`config.mk`:
```
export PLATFORM = sky130hd
export DESIGN_NAME = fuse_autoread_seq
export DESIGN_NICKNAME = d
export VERILOG_FILES = /design/src/rtl/fz_pkg.sv /design/src/rtl/fz_window.sv /design/src/rtl/fz_regfile.sv /design/src/rtl/fz_seq.sv /design/src/rtl/fuse_autoread_seq.sv
export SDC_FILE = /design/constraint.sdc
export NUM_CORES = 2
export LEC_CHECK = 0
export BUFFER_PORTS_ARGS = -buffer_cell sky130_fd_sc_hd__buf_2
export CAP_MARGIN = 10
export CORE_MARGIN = 2
export CORE_UTILIZATION = 42
export CTS_BUF_LIST = sky130_fd_sc_hd__clkbuf_8
export DETAILED_ROUTE_END_ITERATION = 12
export SLEW_MARGIN = 10
export SYNTH_ARGS = -nofsm -noshare
export SYNTH_HDL_FRONTEND = slang
export SYNTH_HIERARCHICAL = 1
export SYNTH_SLANG_ARGS = --single-unit
```
`constraint.sdc`:
```
create_clock -name clk -period 18.7 [get_ports clk]
set_input_delay 0.935 -clock clk [delete_from_list [all_inputs] [get_ports clk]]
set_output_delay 0.935 -clock clk [all_outputs]
set_load 0.02 [all_outputs]
```
`src/rtl/fz_pkg.sv`:
```
package fz_pkg;
  localparam int NPIN  = 5;
  localparam int FLD_W = 16;

  localparam int PIN_CS = 0;
  localparam int PIN_PG = 1;
  localparam int PIN_LD = 2;
  localparam int PIN_AD = 3;
  localparam int PIN_ST = 4;

  localparam logic [7:0] OFS_CTRL = 8'h00;
  localparam logic [7:0] OFS_STAT = 8'h18;
  localparam logic [7:0] OFS_DOUT = 8'h20;
  localparam logic [7:0] OFS_AUTO = 8'h24;
  localparam logic [7:0] OFS_TPRG = 8'h28;
  localparam logic [7:0] OFS_TRD  = 8'h3C;

  typedef struct packed {
    logic [FLD_W-1:0] on;
    logic [FLD_W-1:0] off;
  } fz_win_t;

  function automatic fz_win_t def_win(input bit rd, input int idx);
    fz_win_t w;
    if (rd) begin
      case (idx)
        PIN_AD:  begin w.on = 16'd2; w.off = 16'd10; end
        PIN_ST:  begin w.on = 16'd5; w.off = 16'd8;  end
        default: begin w.on = 16'd0; w.off = 16'd11; end
      endcase
    end else begin
      if (idx == PIN_ST) begin w.on = 16'd110; w.off = 16'd1110; end
      else               begin w.on = 16'd0;   w.off = 16'd1130; end
    end
    return w;
  endfunction
endpackage

```
`src/rtl/fz_window.sv`:
```
module fz_window
  import fz_pkg::*;
(
  input  logic [FLD_W-1:0] cnt,
  input  fz_win_t          win_rd,
  input  fz_win_t          win_pg,
  input  logic             sel_rd,
  output logic             active
);
  fz_win_t w;
  always_comb begin
    w      = sel_rd ? win_rd : win_pg;
    active = (cnt >= w.on) && (cnt < w.off);
  end
endmodule

```
`src/rtl/fz_regfile.sv`:
```
module fz_regfile
  import fz_pkg::*;
#(
  parameter int ADDR_W = 10,
  parameter int DATA_W = 32,
  parameter int BUS_AW = 8
) (
  input  logic                  clk,
  input  logic                  rst,
  input  logic                  bus_wen,
  input  logic [BUS_AW-1:0]     bus_addr,
  input  logic [DATA_W-1:0]     bus_wdata,
  output logic [DATA_W-1:0]     bus_rdata,
  input  logic                  busy,
  input  logic                  finish,
  input  logic [DATA_W-1:0]     dout,
  output fz_win_t [NPIN-1:0]    rd_win,
  output fz_win_t [NPIN-1:0]    pg_win,
  output logic                  user_mode,
  output logic                  user_cs_n,
  output logic                  user_pg_n,
  output logic                  user_load,
  output logic                  user_strobe,
  output logic [ADDR_W-1:0]     user_addr,
  output logic                  flag,
  output logic                  start,
  output logic                  start_rd,
  output logic [ADDR_W-1:0]     start_addr
);
  localparam int AF_LO = 16;

  logic [4:0]        ctrl_bits_q;
  logic [ADDR_W-1:0] ctrl_addr_q;
  logic              flag_q;
  logic              auto_rd_q;
  logic [ADDR_W-1:0] auto_addr_q;
  fz_win_t [NPIN-1:0] rd_q, pg_q;

  logic wr_ctrl, wr_auto, w1c;
  always_comb begin
    wr_ctrl    = bus_wen && !busy && (bus_addr == BUS_AW'(OFS_CTRL));
    wr_auto    = bus_wen && !busy && (bus_addr == BUS_AW'(OFS_AUTO));
    w1c        = bus_wen && (bus_addr == BUS_AW'(OFS_STAT)) && bus_wdata[0];
    start      = wr_auto && bus_wdata[0] && !ctrl_bits_q[0];
    start_rd   = bus_wdata[1];
    start_addr = bus_wdata[AF_LO +: ADDR_W];
  end

  always_ff @(posedge clk) begin
    if (rst) begin
      ctrl_bits_q <= 5'b11000;
      ctrl_addr_q <= '0;
      flag_q      <= 1'b0;
      auto_rd_q   <= 1'b0;
      auto_addr_q <= '0;
      for (int i = 0; i < NPIN; i++) begin
        rd_q[i] <= def_win(1'b1, i);
        pg_q[i] <= def_win(1'b0, i);
      end
    end else begin
      if (wr_ctrl) begin
        ctrl_bits_q <= bus_wdata[4:0];
        ctrl_addr_q <= bus_wdata[AF_LO +: ADDR_W];
      end
      if (start) begin
        auto_rd_q   <= start_rd;
        auto_addr_q <= start_addr;
      end
      if (finish)   flag_q <= 1'b1;
      else if (w1c) flag_q <= 1'b0;
      if (bus_wen && !busy) begin
        for (int i = 0; i < NPIN; i++) begin
          if (bus_addr == BUS_AW'(OFS_TPRG + 8'(4 * i))) pg_q[i] <= bus_wdata;
          if (bus_addr == BUS_AW'(OFS_TRD  + 8'(4 * i))) rd_q[i] <= bus_wdata;
        end
      end
    end
  end

  always_comb begin
    bus_rdata = '0;
    case (bus_addr)
      BUS_AW'(OFS_CTRL): begin
        bus_rdata[4:0]               = ctrl_bits_q;
        bus_rdata[AF_LO +: ADDR_W]   = ctrl_addr_q;
      end
      BUS_AW'(OFS_STAT): bus_rdata[0] = flag_q;
      BUS_AW'(OFS_DOUT): bus_rdata    = dout;
      BUS_AW'(OFS_AUTO): begin
        bus_rdata[0]                 = busy;
        bus_rdata[1]                 = auto_rd_q;
        bus_rdata[AF_LO +: ADDR_W]   = auto_addr_q;
      end
      default: begin
        for (int i = 0; i < NPIN; i++) begin
          if (bus_addr == BUS_AW'(OFS_TPRG + 8'(4 * i))) bus_rdata = pg_q[i];
          if (bus_addr == BUS_AW'(OFS_TRD  + 8'(4 * i))) bus_rdata = rd_q[i];
        end
      end
    endcase
  end

  assign rd_win      = rd_q;
  assign pg_win      = pg_q;
  assign user_mode   = ctrl_bits_q[0];
  assign user_strobe = ctrl_bits_q[1];
  assign user_load   = ctrl_bits_q[2];
  assign user_pg_n   = ctrl_bits_q[3];
  assign user_cs_n   = ctrl_bits_q[4];
  assign user_addr   = ctrl_addr_q;
  assign flag        = flag_q;
endmodule

```
`src/rtl/fz_seq.sv`:
```
module fz_seq
  import fz_pkg::*;
#(
  parameter int ADDR_W = 10,
  parameter int DATA_W = 32
) (
  input  logic               clk,
  input  logic               rst,
  input  logic               start,
  input  logic               start_rd,
  input  logic [ADDR_W-1:0]  start_addr,
  input  fz_win_t [NPIN-1:0] rd_win,
  input  fz_win_t [NPIN-1:0] pg_win,
  input  logic [DATA_W-1:0]  mac_dout,
  output logic               busy,
  output logic               finish,
  output logic [DATA_W-1:0]  dout,
  output logic               p_cs_n,
  output logic               p_pg_n,
  output logic               p_load,
  output logic [ADDR_W-1:0]  p_addr,
  output logic               p_strobe
);
  logic [FLD_W-1:0]  cnt_q, len_q, nxt_cnt, len_c;
  logic              busy_q, rd_q, last, sel_rd, load_pins;
  logic [ADDR_W-1:0] addr_q;
  logic [DATA_W-1:0] dout_q;
  logic [NPIN-1:0]   act;

  always_comb begin
    last      = busy_q && (cnt_q == len_q - 1'b1);
    nxt_cnt   = start ? '0 : cnt_q + 1'b1;
    sel_rd    = start ? start_rd : rd_q;
    load_pins = start || (busy_q && !last);
    len_c     = '0;
    for (int i = 0; i < NPIN; i++) begin
      if (start_rd) begin
        if (rd_win[i].off > len_c) len_c = rd_win[i].off;
      end else begin
        if (pg_win[i].off > len_c) len_c = pg_win[i].off;
      end
    end
    if (len_c == '0) len_c = FLD_W'(1);
  end

  for (genvar g = 0; g < NPIN; g++) begin : g_win
    fz_window u_win (
      .cnt    (nxt_cnt),
      .win_rd (rd_win[g]),
      .win_pg (pg_win[g]),
      .sel_rd (sel_rd),
      .active (act[g])
    );
  end

  always_ff @(posedge clk) begin
    if (rst) begin
      busy_q   <= 1'b0;
      cnt_q    <= '0;
      len_q    <= FLD_W'(1);
      rd_q     <= 1'b0;
      addr_q   <= '0;
      dout_q   <= '0;
      p_cs_n   <= 1'b1;
      p_pg_n   <= 1'b1;
      p_load   <= 1'b0;
      p_addr   <= '0;
      p_strobe <= 1'b0;
    end else begin
      if (start) begin
        busy_q <= 1'b1;
        cnt_q  <= '0;
        len_q  <= len_c;
        rd_q   <= start_rd;
        addr_q <= start_addr;
      end else if (busy_q) begin
        if (last) busy_q <= 1'b0;
        else      cnt_q  <= nxt_cnt;
      end
      if (last && rd_q) dout_q <= mac_dout;
      if (load_pins) begin
        p_cs_n   <= ~act[PIN_CS];
        p_pg_n   <= ~act[PIN_PG];
        p_load   <= act[PIN_LD];
        p_addr   <= act[PIN_AD] ? (start ? start_addr : addr_q) : '0;
        p_strobe <= act[PIN_ST];
      end else begin
        p_cs_n   <= 1'b1;
        p_pg_n   <= 1'b1;
        p_load   <= 1'b0;
        p_addr   <= '0;
        p_strobe <= 1'b0;
      end
    end
  end

  assign busy   = busy_q;
  assign finish = last;
  assign dout   = dout_q;
endmodule

```
`src/rtl/fuse_autoread_seq.sv`:
```
module fuse_autoread_seq
  import fz_pkg::*;
#(
  parameter int ADDR_W = 10,
  parameter int DATA_W = 32,
  parameter int BUS_AW = 8
) (
  input  logic              clk,
  input  logic              rst,
  input  logic              bus_wen,
  input  logic [BUS_AW-1:0] bus_addr,
  input  logic [DATA_W-1:0] bus_wdata,
  output logic [DATA_W-1:0] bus_rdata,
  output logic              fz_cs_n,
  output logic              fz_pgm_n,
  output logic              fz_load,
  output logic [ADDR_W-1:0] fz_addr,
  output logic              fz_strobe,
  input  logic [DATA_W-1:0] fz_dout,
  output logic              fin_flag
);
  fz_win_t [NPIN-1:0] rd_win, pg_win;
  logic              seq_busy, seq_finish, user_mode;
  logic              u_cs_n, u_pg_n, u_load, u_strobe;
  logic [ADDR_W-1:0] u_addr, s_addr;
  logic              s_cs_n, s_pg_n, s_load, s_strobe;
  logic              start, start_rd;
  logic [ADDR_W-1:0] start_addr;
  logic [DATA_W-1:0] dout_w;

  fz_regfile #(.ADDR_W(ADDR_W), .DATA_W(DATA_W), .BUS_AW(BUS_AW)) u_regs (
    .clk, .rst, .bus_wen, .bus_addr, .bus_wdata, .bus_rdata,
    .busy(seq_busy), .finish(seq_finish), .dout(dout_w),
    .rd_win, .pg_win, .user_mode,
    .user_cs_n(u_cs_n), .user_pg_n(u_pg_n), .user_load(u_load),
    .user_strobe(u_strobe), .user_addr(u_addr), .flag(fin_flag),
    .start, .start_rd, .start_addr
  );

  fz_seq #(.ADDR_W(ADDR_W), .DATA_W(DATA_W)) u_seq (
    .clk, .rst, .start, .start_rd, .start_addr, .rd_win, .pg_win,
    .mac_dout(fz_dout), .busy(seq_busy), .finish(seq_finish), .dout(dout_w),
    .p_cs_n(s_cs_n), .p_pg_n(s_pg_n), .p_load(s_load), .p_addr(s_addr),
    .p_strobe(s_strobe)
  );

  always_comb begin
    fz_cs_n   = user_mode ? u_cs_n   : s_cs_n;
    fz_pgm_n  = user_mode ? u_pg_n   : s_pg_n;
    fz_load   = user_mode ? u_load   : s_load;
    fz_addr   = user_mode ? u_addr   : s_addr;
    fz_strobe = user_mode ? u_strobe : s_strobe;
  end
endmodule

```
==> results.cfg <==
[run_status]
status = finished clean

[critical_path]
required_ns = 19.36
path_class = input port to flip-flop
crit_arrival_ns = 14.15
cp-end-kind = flip-flop
critPathSlowestCell = o21ai_2
ff2ff_path_depth = 48
critPathMaxFanout = 54
r2r_slack_ns = 5.86
reg2reg_to = u_seq/len_q[0]
startpoint_type = input port
timing.rr.start = u_regs/rd_win[4]
cp_slowest_stage_delay_ns = 0.85

[grt]
grt_use_total = 0.322
grt_pass1_wl_mm = 186
grt_start_max_net_pins = 90
grt_pass1_vias = 28500
antenna_found_initial = 11
grt_remaining_overflow = 0

[logic_synthesis]
synth_nets = 4309
ys_types = 99
synth.avg_cell_area_um2 = 7.89
synth_top_area_cell = dfxtp_1
yosysSeqAreaShare = 0.280
synth_ff_type = dfxtp_1
synth_edf_count = 0
async_flop_share = 0
synth_warnings = 6
yosys.area.top_type_share = 0.280
ys_ff_latch = 437
syn_inst = 3957
synthTopCellsByArea = dfxtp_1, ha_1, mux2i_1
synthesis.area_um2 = 31200

[clock_tree]
hold_buffers = 0
clkSlewWorstSetupHoldPaths_ns = 0.07
cts.sinks = 437
clk_path_buf_depth = 3
cts_root_buffer = clkbuf_8
cts-buffers-inserted = 81
cts.repair.resized = 0
cts_tree = yes
htree_levels = 3
clk_latency_ns = 0.73
cts_setup_buffers = 0

[pwr]
p_leak_nw = 13.3
ir_worst_vdd_mv = 0.0541
power.density_nw_per_um2 = 63.4

[worst_hold_path]
hold-path-endpoint = u_seq/dout[23]
hold_depth = 3
hold_class = input port to flip-flop
min-delay-start = fz_dout[23]

[timing]
worst_slew_pin_slew_ns = 1.26
fin_tns_setup_ns = 0
fin_ws_ns = 5.22
hold_viol = 0
slew_violations = 0
slew_headroom = 0.158
period_needed_ns = 13.48
period_share = 0.721
rsz0062_at_grt = false
skew_ns = 0.0456
setup_violations = 0
max_freq_ghz = 0.0742

[finish]
stdcell_area_um2 = 34000
fillCellCount = 7439
area_growth_pct = 8.88
final_common_cell = nand2_1
finalNetCount = 4275
drive_above_1_share = 0.121
layout_common_cells = nand2_1, a21oi_1, dfxtp_1

[floorplan]
initial_core_util = 0.426
dieArea_um2 = 76500
rows = 99
core-area_um2 = 73300
io_pins = 122
dieWidth_um = 277
die_h_um = 277

[placed_design]
gp_congestion = 1.00
pre_cts_ws_ns = 4.87
dp_hpwl_mm = 91.3
dpl_cell_area_um2 = 32300
port_buffers = 121

[routing]
num_vias = 30700
vias_per_cell = 6.20
drc = 0
ant_nets = 0
drt-initial-drc-count = 3558
wl_mm = 128
wl_per_cell_um = 25.9
first_pass_iters = 9

[job]
maxCapViolations = 0
## flip-flops by register name, indices dropped and copies added (netlist names), 16 cells and up
signal and cells:
u_seq/dout 32, u_regs/pg_win 160, u_regs/rd_win 160, u_seq/len_q 16
u_seq/cnt_q 16
## metrics by stage
step           power (W)  cells  hold slack, ns   util
2_1_floorplan    0.00111   3957           0.441      -
3_3_place_gp     0.00117   4799           0.455  0.440
3_5_place_dp     0.00117   4799           0.459  0.440
4_1_cts          0.00216   4943           0.390  0.463
5_1_grt          0.00222   4947           0.414  0.463
6_report         0.00215   4948           0.434  0.464
## worst max-delay path, delay by kind of cell
family	cells	cell delay [ns]
simple gates	16	3.50
buf+inv	3	1.21
fa+ha+maj	4	1.29
compound gates	20	5.19
mux	6	2.01
## how the worst max path moves through the flow
| stage | start | endpoint |
|---|---|---|
| floorplan | bus_wdata[1] | u_seq/len_q[0] |
| global placement | bus_wdata[1] | u_seq/len_q[0] |
| detailed placement | bus_wdata[1] | u_seq/len_q[0] |
| CTS | bus_wdata[1] | u_seq/len_q[0] |
| global route | bus_wdata[1] | u_seq/len_q[0] |
| finish | bus_wdata[1] | u_seq/len_q[0] |
## layout make-up
cell class,instances,area [um^2],share of cell area
Multi-Input combinational cell,3153,21000,0.617
Sequential cell,437,8750,0.257
Clock buffer,101,1390,0.0409
Tap cell,959,1200,0.0353
Timing Repair Buffer,189,1130,0.0333
Clock inverter,43,315,0.00928
Inverter,61,229,0.00674
Antenna cell,5,12.5,0.000368
## cell usage after synthesis (all sizes together), types with 18 or more instances
cell type / number
nand2: 784
a21oi: 459
dfxtp: 437
mux2i: 335
ha: 277
nor2: 276
buf: 153
clkbuf: 153
o21ai: 129
mux2: 85
nand3: 72
inv: 61
nand3b: 52
nand4: 50
o22ai: 50
a21o: 42
nor3: 39
a211oi: 34
a221oi: 29
xor2: 27
a211o: 26
nand2b: 24
nor2b: 23
a222oi: 20
o211ai: 20
o311ai: 18
or2: 18
## power breakdown
part           internal (W)  switching, W  total (W)
registers          0.000932    0.00000169   0.000934
logic             0.0000704      0.000157   0.000228
clock network      0.000524      0.000468   0.000992
## cells by family after synthesis
kind of cell	count (synthesis)	synth area share
fa+ha+maj	277	0.111
compound gates	977	0.198
mux	420	0.138
xor+xnor	42	0.0118
buf+inv	367	0.0522
simple gates	1437	0.209
flops	437	0.280
## metal layers
metal  up-vias  wire (um)  share of wire  global-route usage
li1      14200          -              -                   -
met1     14600      52300           0.41               0.416
met2      1519      56200           0.44               0.501
met3       411      10500          0.082              0.0482
met4         6       9170          0.072               0.206
met5         -         23        0.00018                   0
Power figures use the tool's default switching activity.
